$ cat src/rtl/ctt_pkg.sv
package ctt_pkg;
  localparam int unsigned BUS_W  = 32;
  localparam int unsigned OFFS_W = 8;

  localparam logic [OFFS_W-1:0] OFS_TICK_BASE = 8'h00;
  localparam logic [OFFS_W-1:0] OFS_RELOAD    = 8'h08;
  localparam logic [OFFS_W-1:0] OFS_CONTROL   = 8'h20;
  localparam logic [OFFS_W-1:0] OFS_STATUS    = 8'h30;
  localparam logic [OFFS_W-1:0] OFS_ENABLE    = 8'h34;
  localparam logic [OFFS_W-1:0] OFS_ACK       = 8'h40;

  localparam int unsigned CTL_TICK_RUN = 0;
  localparam int unsigned CTL_CNT_RUN  = 1;
  localparam int unsigned CTL_REPEAT   = 2;

  localparam int unsigned ACK_TICK   = 0;
  localparam int unsigned ACK_RELOAD = 1;
  localparam int unsigned ACK_CTL    = 3;
  localparam int unsigned ACK_W      = 4;

  localparam int unsigned RELOAD_COMMIT_BIT = 31;
endpackage

$ cat src/rtl/ctt_regs.sv
module ctt_regs
  import ctt_pkg::*;
#(
  parameter int unsigned TICK_W = 32,
  parameter int unsigned CNT_W  = 31
) (
  input  logic              clk_i,
  input  logic              rst_i,
  input  logic              wen_i,
  input  logic              ren_i,
  input  logic [OFFS_W-1:0] addr_i,
  input  logic [BUS_W-1:0]  wdata_i,
  output logic [BUS_W-1:0]  rdata_o,
  input  logic              expire_i,
  output logic [TICK_W-1:0] tick_base_o,
  output logic [CNT_W-1:0]  reload_o,
  output logic [2:0]        ctl_o,
  output logic              irq_o
);
  logic [TICK_W-1:0] tick_base_q;
  logic [CNT_W-1:0]  reload_q;
  logic [2:0]        ctl_q;
  logic              stat_q;
  logic              ien_q;
  logic [ACK_W-1:0]  ack_q, ack_nxt;
  logic              irq_q;
  logic [BUS_W-1:0]  rdata_q, rd_mux;

  logic hit_tb, hit_rl, hit_ctl, hit_st, hit_en, hit_ack, any_hit;
  assign hit_tb  = (addr_i == OFS_TICK_BASE);
  assign hit_rl  = (addr_i == OFS_RELOAD);
  assign hit_ctl = (addr_i == OFS_CONTROL);
  assign hit_st  = (addr_i == OFS_STATUS);
  assign hit_en  = (addr_i == OFS_ENABLE);
  assign hit_ack = (addr_i == OFS_ACK);
  assign any_hit = hit_tb | hit_rl | hit_ctl | hit_st | hit_en | hit_ack;

  always_comb begin
    ack_nxt = ack_q;
    if (wen_i && hit_ack) ack_nxt = ack_nxt & ~wdata_i[ACK_W-1:0];
    if (wen_i && hit_tb)  ack_nxt[ACK_TICK]   = 1'b1;
    if (wen_i && hit_rl)  ack_nxt[ACK_RELOAD] = 1'b1;
    if (wen_i && hit_ctl) ack_nxt[ACK_CTL]    = 1'b1;
    ack_nxt[2] = 1'b0;
  end

  always_comb begin
    rd_mux = '0;
    if (hit_tb)  rd_mux = BUS_W'(tick_base_q);
    if (hit_rl)  rd_mux = BUS_W'(reload_q);
    if (hit_ctl) rd_mux = BUS_W'(ctl_q);
    if (hit_st)  rd_mux = BUS_W'(stat_q);
    if (hit_en)  rd_mux = BUS_W'(ien_q);
    if (hit_ack) rd_mux = BUS_W'(ack_q);
  end

  always_ff @(posedge clk_i) begin
    if (rst_i) begin
      tick_base_q <= '0;
      reload_q    <= '0;
      ctl_q       <= '0;
      stat_q      <= 1'b0;
      ien_q       <= 1'b0;
      ack_q       <= '0;
      irq_q       <= 1'b0;
      rdata_q     <= '0;
    end else begin
      if (wen_i && hit_tb) tick_base_q <= wdata_i[TICK_W-1:0];
      if (wen_i && hit_rl && wdata_i[RELOAD_COMMIT_BIT]) reload_q <= wdata_i[CNT_W-1:0];
      if (wen_i && hit_ctl) ctl_q <= wdata_i[2:0];
      if (wen_i && hit_en)  ien_q <= wdata_i[0];
      if (expire_i) stat_q <= 1'b1;
      else if (wen_i && hit_st && wdata_i[0]) stat_q <= 1'b0;
      ack_q <= ack_nxt;
      irq_q <= stat_q & ien_q;
      if (ren_i) rdata_q <= rd_mux;
    end
  end

  assign tick_base_o = tick_base_q;
  assign reload_o    = reload_q;
  assign ctl_o       = ctl_q;
  assign irq_o       = irq_q;
  assign rdata_o     = rdata_q;

  assert_ack_ctrl_R8: assert property (@(posedge clk_i) disable iff (rst_i)
    (wen_i && hit_ctl) |=> ack_q[ACK_CTL]);
  assert_undef_ignored_R9: assert property (@(posedge clk_i) disable iff (rst_i)
    (wen_i && !any_hit) |=> ($stable(ctl_q) && $stable(tick_base_q) &&
                             $stable(reload_q) && $stable(ien_q) && $stable(ack_q)));
  assert_irq_gate_R7: assert property (@(posedge clk_i) disable iff (rst_i)
    (!ien_q) |=> !irq_q);
endmodule

$ cat src/rtl/ctt_prescale.sv
module ctt_prescale #(
  parameter int unsigned TICK_W = 32
) (
  input  logic              clk_i,
  input  logic              rst_i,
  input  logic              run_i,
  input  logic [TICK_W-1:0] tick_base_i,
  output logic              tick_o
);
  logic [TICK_W-1:0] div_q;
  logic              wrap;

  assign wrap   = (div_q >= tick_base_i);
  assign tick_o = run_i && wrap;

  always_ff @(posedge clk_i) begin
    if (rst_i || !run_i) div_q <= '0;
    else if (wrap)       div_q <= '0;
    else                 div_q <= div_q + 1'b1;
  end

  assert_tick_gap_R2: assert property (@(posedge clk_i) disable iff (rst_i)
    (tick_o && tick_base_i != '0) |=> (!tick_o || tick_base_i == '0));
endmodule

$ cat src/rtl/ctt_countdown.sv
module ctt_countdown #(
  parameter int unsigned CNT_W = 31
) (
  input  logic             clk_i,
  input  logic             rst_i,
  input  logic             start_i,
  input  logic             repeat_i,
  input  logic             tick_i,
  input  logic [CNT_W-1:0] reload_i,
  output logic             expire_o
);
  logic [CNT_W-1:0] cnt_q;
  logic             done_q;
  logic             last;

  assign last     = (cnt_q <= CNT_W'(1));
  assign expire_o = start_i && tick_i && !done_q && last;

  always_ff @(posedge clk_i) begin
    if (rst_i) begin
      cnt_q  <= '0;
      done_q <= 1'b0;
    end else if (!start_i) begin
      cnt_q  <= reload_i;
      done_q <= 1'b0;
    end else if (tick_i && !done_q) begin
      if (last) begin
        if (repeat_i) cnt_q <= reload_i;
        else          done_q <= 1'b1;
      end else begin
        cnt_q <= cnt_q - 1'b1;
      end
    end
  end

  assert_hold_no_tick_R4: assert property (@(posedge clk_i) disable iff (rst_i)
    (start_i && !tick_i) |=> $stable(cnt_q));
  assert_single_quiet_R6: assert property (@(posedge clk_i) disable iff (rst_i)
    (expire_o && !repeat_i) |=> !expire_o);
endmodule

$ cat src/rtl/core_tick_timer.sv
module core_tick_timer
  import ctt_pkg::*;
#(
  parameter int unsigned TICK_W = 32,
  parameter int unsigned CNT_W  = 31
) (
  input  logic              clk_i,
  input  logic              rst_i,
  input  logic              bus_wen_i,
  input  logic              bus_ren_i,
  input  logic [OFFS_W-1:0] bus_addr_i,
  input  logic [BUS_W-1:0]  bus_wdata_i,
  output logic [BUS_W-1:0]  bus_rdata_o,
  output logic              irq_o
);
  logic [TICK_W-1:0] tick_base;
  logic [CNT_W-1:0]  reload;
  logic [2:0]        ctl;
  logic              tick;
  logic              expire;

  ctt_regs #(.TICK_W(TICK_W), .CNT_W(CNT_W)) u_regs (
    .clk_i       (clk_i),
    .rst_i       (rst_i),
    .wen_i       (bus_wen_i),
    .ren_i       (bus_ren_i),
    .addr_i      (bus_addr_i),
    .wdata_i     (bus_wdata_i),
    .rdata_o     (bus_rdata_o),
    .expire_i    (expire),
    .tick_base_o (tick_base),
    .reload_o    (reload),
    .ctl_o       (ctl),
    .irq_o       (irq_o)
  );

  ctt_prescale #(.TICK_W(TICK_W)) u_pre (
    .clk_i       (clk_i),
    .rst_i       (rst_i),
    .run_i       (ctl[CTL_TICK_RUN]),
    .tick_base_i (tick_base),
    .tick_o      (tick)
  );

  ctt_countdown #(.CNT_W(CNT_W)) u_cnt (
    .clk_i    (clk_i),
    .rst_i    (rst_i),
    .start_i  (ctl[CTL_CNT_RUN]),
    .repeat_i (ctl[CTL_REPEAT]),
    .tick_i   (tick),
    .reload_i (reload),
    .expire_o (expire)
  );

  assert_no_tick_stopped_R2: assert property (@(posedge clk_i) disable iff (rst_i)
    (!ctl[CTL_TICK_RUN]) |-> !expire);
endmodule

$ cat config.mk
export PLATFORM = sky130hd
export DESIGN_NAME = core_tick_timer
export DESIGN_NICKNAME = d
export VERILOG_FILES = /design/src/rtl/ctt_pkg.sv /design/src/rtl/ctt_regs.sv /design/src/rtl/ctt_prescale.sv /design/src/rtl/ctt_countdown.sv /design/src/rtl/core_tick_timer.sv
export SDC_FILE = /design/constraint.sdc
export NUM_CORES = 1
export LEC_CHECK = 0
export CAP_MARGIN = 20
export CORE_ASPECT_RATIO = 0.9
export CORE_MARGIN = 2
export CORE_UTILIZATION = 55
export CTS_CLUSTER_DIAMETER = 200
export CTS_CLUSTER_SIZE = 16
export DETAILED_ROUTE_END_ITERATION = 6
export GPL_ROUTABILITY_DRIVEN = 0
export GPL_TIMING_DRIVEN = 0
export PLACE_DENSITY = 0.86
export SLEW_MARGIN = 20
export SYNTH_ARGS = -nofsm -noshare
export SYNTH_HDL_FRONTEND = slang
export SYNTH_SLANG_ARGS = --single-unit
$ cat constraint.sdc
create_clock -name clk_i -period 3.1 [get_ports clk_i]
set_input_delay 0.62 -clock clk_i [delete_from_list [all_inputs] [get_ports clk_i]]
set_output_delay 0.62 -clock clk_i [all_outputs]
set_load 0.01 [all_outputs]
---- After elaboration in Yosys (flattened, before gate mapping) ----
Index checks and enable logic that the tools add are counted.
word-level totals
  bits of input ports ..................... 44
  output and inout port bits .............. 33
  word-level logic and storage cells ...... 71
  flip-flop bits (word level) ............. 169
operators by class
  muxes and demuxes ....................... 16
  magnitude comparators ................... 2
  equality and inequality tests ........... 7
  $add $sub $neg .......................... 2
  reductions and logical operators ........ 25
  bitwise logic cells ..................... 5
operators by type and width
  operator                 number
  $mux W32                 6
  $mux W31                 4
  $add A32 B1 Y32 const B  1
  $ge A32 B32 Y1           1
  $le A31 B1 Y1 const B    1
  $sub A31 B1 Y31 const B  1
  $eq A8 B6 Y1 const B     3
  $logic_and A1 B1 Y1      13
  $eq A8 B4 Y1 const B     1
  $eq A8 B7 Y1 const B     1
  $logic_not A8 Y1         1
  $reduce_bool A2 Y1       4
  $mux W1                  5
  $and A4 B4 Y4            1
  $mux W4                  1
  $not A4 Y4               1
  $reduce_or A2 Y1         2
  $ne A3 B3 Y1 const B     1
  $reduce_and A3 Y1        1
  $logic_not A1 Y1         2
  $ne A2 B1 Y1 const B     1
  $not A1 Y1               2
  $reduce_and A2 Y1        1
  $and A1 B1 Y1            1
  $logic_or A1 B1 Y1       1

---- Logic depth before layout (Yosys ltp) ----
  word-level depth ........................ 7
  gate-level depth with buffers ........... 12
  gate-level depth less buffers ........... 9

---- By module ----
From an unflattened synthesis, not the netlist that was laid out.
unflattened totals
  cells, all modules ...................... 1030
  area, all modules ....................... 8554.5 um^2
modules (own cells, without submodules)
  module         sequential area each (um^2)  instances  cells an instance  area each (um^2)
  ctt_regs       2082.0                       1          482                4052.6
  ctt_prescale   640.6                        1          266                2259.7
  ctt_countdown  640.6                        1          282                2242.2

---- Worst setup path after synthesis ----
Ideal clock, no wire load.
  path type ............................... input to register
  start ................................... input bus_addr_i[7]
  end ..................................... register u_regs.tick_base_q[23], in the netlist u_regs.tick_base_o[23]
  arrival ................................. 2.398 ns
  data required time ...................... 3.030 ns
  stages on the path ...................... 8
  library setup time ...................... 0.070 ns
  setup slack ............................. 0.631 ns
  buffers on the path ..................... 2
  cells stage by stage .................... or4_1 or3_1 nor3_2 and2_1 buf_2 buf_2 nand2_1 a21oi_1
on the way
  cells in the longest elaborated chain, start to end .. 2
ends and longest elaborated chain
  item                  RTL line               RTL
  start, declared       core_tick_timer.sv:11  input logic [OFFS_W-1:0] bus_addr_i,
  $logic_not A8 Y1      ctt_regs.sv:30         assign hit_tb = (addr_i == OFS_TICK_BASE);
  $logic_and A1 B1 Y1   ctt_regs.sv:68         if (wen_i && hit_tb) tick_base_q <= wdata_i[TICK_W-1:0];
  end signal, assigned  ctt_regs.sv:68
  end, declared         ctt_regs.sv:20         logic [TICK_W-1:0] tick_base_q;
No other way between the ends.
A chain may end at the register's enable or synchronous reset.

---- Worst setup path in the final report ----
  start ................................... input bus_addr_i[6]
  end ..................................... register u_regs.rdata_q[1], in the netlist u_regs.rdata_o[1]
on the way
  cells in the longest elaborated chain, start to end .. 7
  elaborated cells on any way between the ends .. 12
  those cells by class .................... eq/ne (5); mux (6); reduce/logical (1)
ends and longest elaborated chain
  item                  RTL line        RTL
  $logic_not A8 Y1      ctt_regs.sv:30
  $mux W32              ctt_regs.sv:49  if (hit_tb) rd_mux = BUS_W'(tick_base_q);
  $mux W32              ctt_regs.sv:50  if (hit_rl) rd_mux = BUS_W'(reload_q);
  $mux W32              ctt_regs.sv:51  if (hit_ctl) rd_mux = BUS_W'(ctl_q);
  $mux W32              ctt_regs.sv:52  if (hit_st) rd_mux = BUS_W'(stat_q);
  $mux W32              ctt_regs.sv:53  if (hit_en) rd_mux = BUS_W'(ien_q);
  $mux W32 *            ctt_regs.sv:54  if (hit_ack) rd_mux = BUS_W'(ack_q);
  end signal, assigned  ctt_regs.sv:76  if (ren_i) rdata_q <= rd_mux;
  end, declared         ctt_regs.sv:27  logic [BUS_W-1:0] rdata_q, rd_mux;
Every way passes the cells marked *; elsewhere a longest branch is shown, timed or not.

==> impl_metrics.py <==
metrics = {
    "floorplanning": {
        "die_area_um2": 16190,
        "rows": 42,
        "io_pins": 77,
        "die_h_um": 120.9,
        "start_util_pct": 56.58,
        "die_width_um": 133.9,
        "core_area_um2": 14770,
    },
    "critical_path": {
        "start_kind": "input pin",
        "path_class": "input pin to flop",
        "rr_startpoint": "u_regs.tick_base_o[23]",
        "reg2reg_slack_ns": 0.13,
        "regToRegEndpoint": "u_cnt.cnt_q[21]",
        "end_kind": "flop",
        "crit_start": "bus_addr_i[6]",
        "cp.required_ns": 3.45,
        "worstPathArrival_ns": 3.38,
        "path_max_fanout": 10,
        "endpoint": "u_regs.rdata_o[1]",
        "r2r_cells": 10,
    },
    "synthesis": {
        "ys_ff_latch": 168,
        "synth-edff-count": 0,
        "synth_top_family_by_area": "simple AND/OR/NAND/NOR gates",
        "netlist.area_leader.share_pct": 40.25,
        "synth-xor-area-share_pct": 3.145,
        "syn_inst": 1034,
        "synth_cell_types": 66,
        "seq_area_frac_synth_pct": 40.25,
        "async_flop_share_pct": 0,
        "ys_top_cells_by_area": "dfxtp_1 40%, nand2_1 7.6%, a21oi_1 6.8%",
        "syn_nets": 1113,
        "synth_compound_area_share_pct": 21.97,
        "synth_area_leader_cell": "dfxtp_1",
        "muxShareOfSynthArea_pct": 0.4792,
        "synth_adder_area_share_pct": 5.241,
        "synthSimpleGateAreaFrac_pct": 23.23,
        "syn-cell-area_um2": 8356,
        "synth_warnings": 0,
        "synth_area_per_cell_um2": 8.081,
        "synth_flop_cell": "dfxtp_1",
    },
    "placed_design": {
        "placement.io_buffers": 74,
        "place_area_um2": 9356,
        "dpl.hpwl_um": 17790,
    },
    "pwr": {
        "pwr_density_cell_nw_per_um2": 462.8,
        "vdd.ir_drop.worst_mv": 0.4126,
        "p_leak_uw": 0.003445,
    },
    "global_route": {
        "overflow": 0,
        "grt_usage_pct": 31.61,
        "grt_pass1_vias": 7867,
        "grt_pass1_wl_um": 40070,
        "grt_max_degree": 17,
        "antenna_found_initial": 0,
    },
    "sta": {
        "finalHoldViolations": 0,
        "max_freq_mhz": 330.2,
        "fin_crit_sh_pct": 97.68,
        "drv_slew": 0,
        "tightestPinTransition_ns": 0.9402,
        "fin_crit_ns": 3.028,
        "rsz0062_at_grt": "no",
        "final.setup.tns_ns": 0,
        "slew-limit-headroom_pct": 36.83,
        "setup_violations": 0,
        "holdWs_ns": 0.4663,
        "finalClockSkew_ns": 0.006980,
    },
    "clocking": {
        "clk_path_buf_depth": 2,
        "clkTransAtPathRegs_ns": 0.06,
        "cts_inserted_buffers": 17,
        "cts_root_buf": "clkbuf_16",
        "clkSinkCount": 168,
        "htreeDepth": 4,
        "clk_latency_ns": 0.44,
        "tritoncts": "built",
    },
    "layout": {
        "fillCellCount": 1207,
        "area_growth_syn_to_layout_pct": 19.95,
        "drive_above_1_share_pct": 7.362,
        "final_cell_mix": "170 x nand2_1, 168 x dfxtp_1, 113 x a21oi_1",
        "fin_util_pct": 67.87,
        "final_nets": 1207,
        "postLayoutCellArea_um2": 10020,
        "antenna_cells": 0,
        "final_common_cell": "nand2_1",
    },
    "detailed_routing": {
        "drt_iter0_drc": 930,
        "vias": 8411,
        "dr.pass1.iters": 7,
        "avgViaCountPerCell": 6.282,
        "wl_per_cell_um": 18.62,
        "totalWireLength_um": 24930,
        "ant_nets": 0,
        "remaining_drc_errors": 0,
    },
    "hold_path": {
        "hold_class": "flop to flop",
    },
    "flow_run": {
        "maxCapViolCount": 0,
    },
    "outcome": {
        "status": "finished, final reports clean",
    },
}
==> through the flow <==
stage	setup WS, ns	std cells	total power (uW)
after floorplan	0.6315	1034	2271
after global placement	-0.6569	1306	2375
after detailed placement	-0.2350	1307	2376
after CTS	0.06977	1339	4630
after global routing	0.02386	1339	4759
final	0.07179	1339	4638
==> per-layer routing <==
metal | up-vias | wire length [um] | part of all wire [%] | track usage [%]
li1 | 3882 | - | - | -
met1 | 3994 | 10400 | 42 | 42.25
met2 | 447 | 11040 | 44 | 48.56
met3 | 88 | 2528 | 10 | 7.602
met4 | 0 | 963 | 3.9 | 14.30
met5 | - | 0 | 0 | 0
==> Yosys cell counts, types with 4 or more instances <==
cell / instances
ha_1: 35
or4_1: 5
xor2_1: 19
o311ai_0: 20
nor4_1: 9
a31oi_1: 4
o21ai_0: 6
inv_1: 44
o21a_1: 4
nor3_2: 6
nand4_1: 10
mux2i_1: 4
a22oi_1: 28
nand3_1: 27
clkbuf_1: 46
and4_1: 4
a22o_1: 28
a211oi_1: 8
nand2_1: 170
or2_2: 4
and3_1: 12
and2_1: 7
nor3_1: 21
buf_2: 17
nor2_1: 111
o31ai_1: 27
dfxtp_1: 168
xnor2_1: 11
a21oi_1: 114
o311ai_1: 4
nor3b_1: 8
==> report_power, final <==
part / internal, uW / switching (uW) / total (uW)
Clock: 1410 / 891 / 2300
Sequential: 2160 / 2.55 / 2160
Combinational: 69.1 / 103 / 172
Total: 3640 / 996 / 4640
==> worst max-delay path, cell delays in order <==
cell	delay [ns]
clkdlybuf4s50_1	0.48
or4_1	0.58
nor4bb_1	0.33
clkbuf_1	0.35
clkbuf_1	0.52
a221oi_1	0.22
a211oi_1	0.28
==> worst min-delay path by stage <==
stage	startpoint	end	slack, ns	cells after the start
global placement	u_pre.div_q[0]	u_pre.div_q[0]	0.45	1
floorplan	u_pre.div_q[0]	u_pre.div_q[0]	0.43	1
finish	u_pre.div_q[0]	u_pre.div_q[0]	0.47	1
CTS	u_regs.ack_q[3]	u_regs.ack_q[3]	0.47	2
global route	u_pre.div_q[0]	u_pre.div_q[0]	0.48	1
detailed placement	u_pre.div_q[0]	u_pre.div_q[0]	0.46	1
==> logic make-up (layout without fill, tap and decap cells) <==
family                     after synthesis  in the layout
buffers and inverters                  113            220
muxes                                    4              4
AOI/OAI and AO/OA                      270            270
xor gates and xnor gates                30             30
and+or+nand+nor                        414            414
DFF                                    168            168
adders and majority gates               35             35
==> area by class of cell <==
type	count	area [um^2]	share of cell area (%)
Multi-Input combinational cell	753	4543	45.33
Sequential cell	168	3363	33.56
Timing Repair Buffer	75	748.2	7.466
Buffer	69	314.1	3.134
Clock inverter	11	170.2	1.698
Tap cell	198	247.7	2.472
Inverter	44	165.2	1.648
Clock buffer	21	470.5	4.694
==> repair_timing <==
| item | 4_1_cts | 5_1_grt |
|---|---|---|
| endpoints found under the setup margin | 27 | 31 |
| pin swaps | 0 | 0 |
| gates resized for setup | 4 | 4 |
| buffers inserted | 0 | 0 |
| hold buffers | 0 | 0 |
==> state kept, by name (all words and copies together) (netlist names) <==
register            cells
u_regs.stat_q           1
u_regs.tick_base_o     32
u_regs.ack_q            3
u_regs.ctl_o            3
u_regs.irq_o            1
u_cnt.done_q            1
u_regs.ien_q            1
u_cnt.cnt_q            31
u_pre.div_q            32
u_regs.reload_o        31
u_regs.rdata_o         32
No activity file was read; power rests on OpenSTA's default activity.
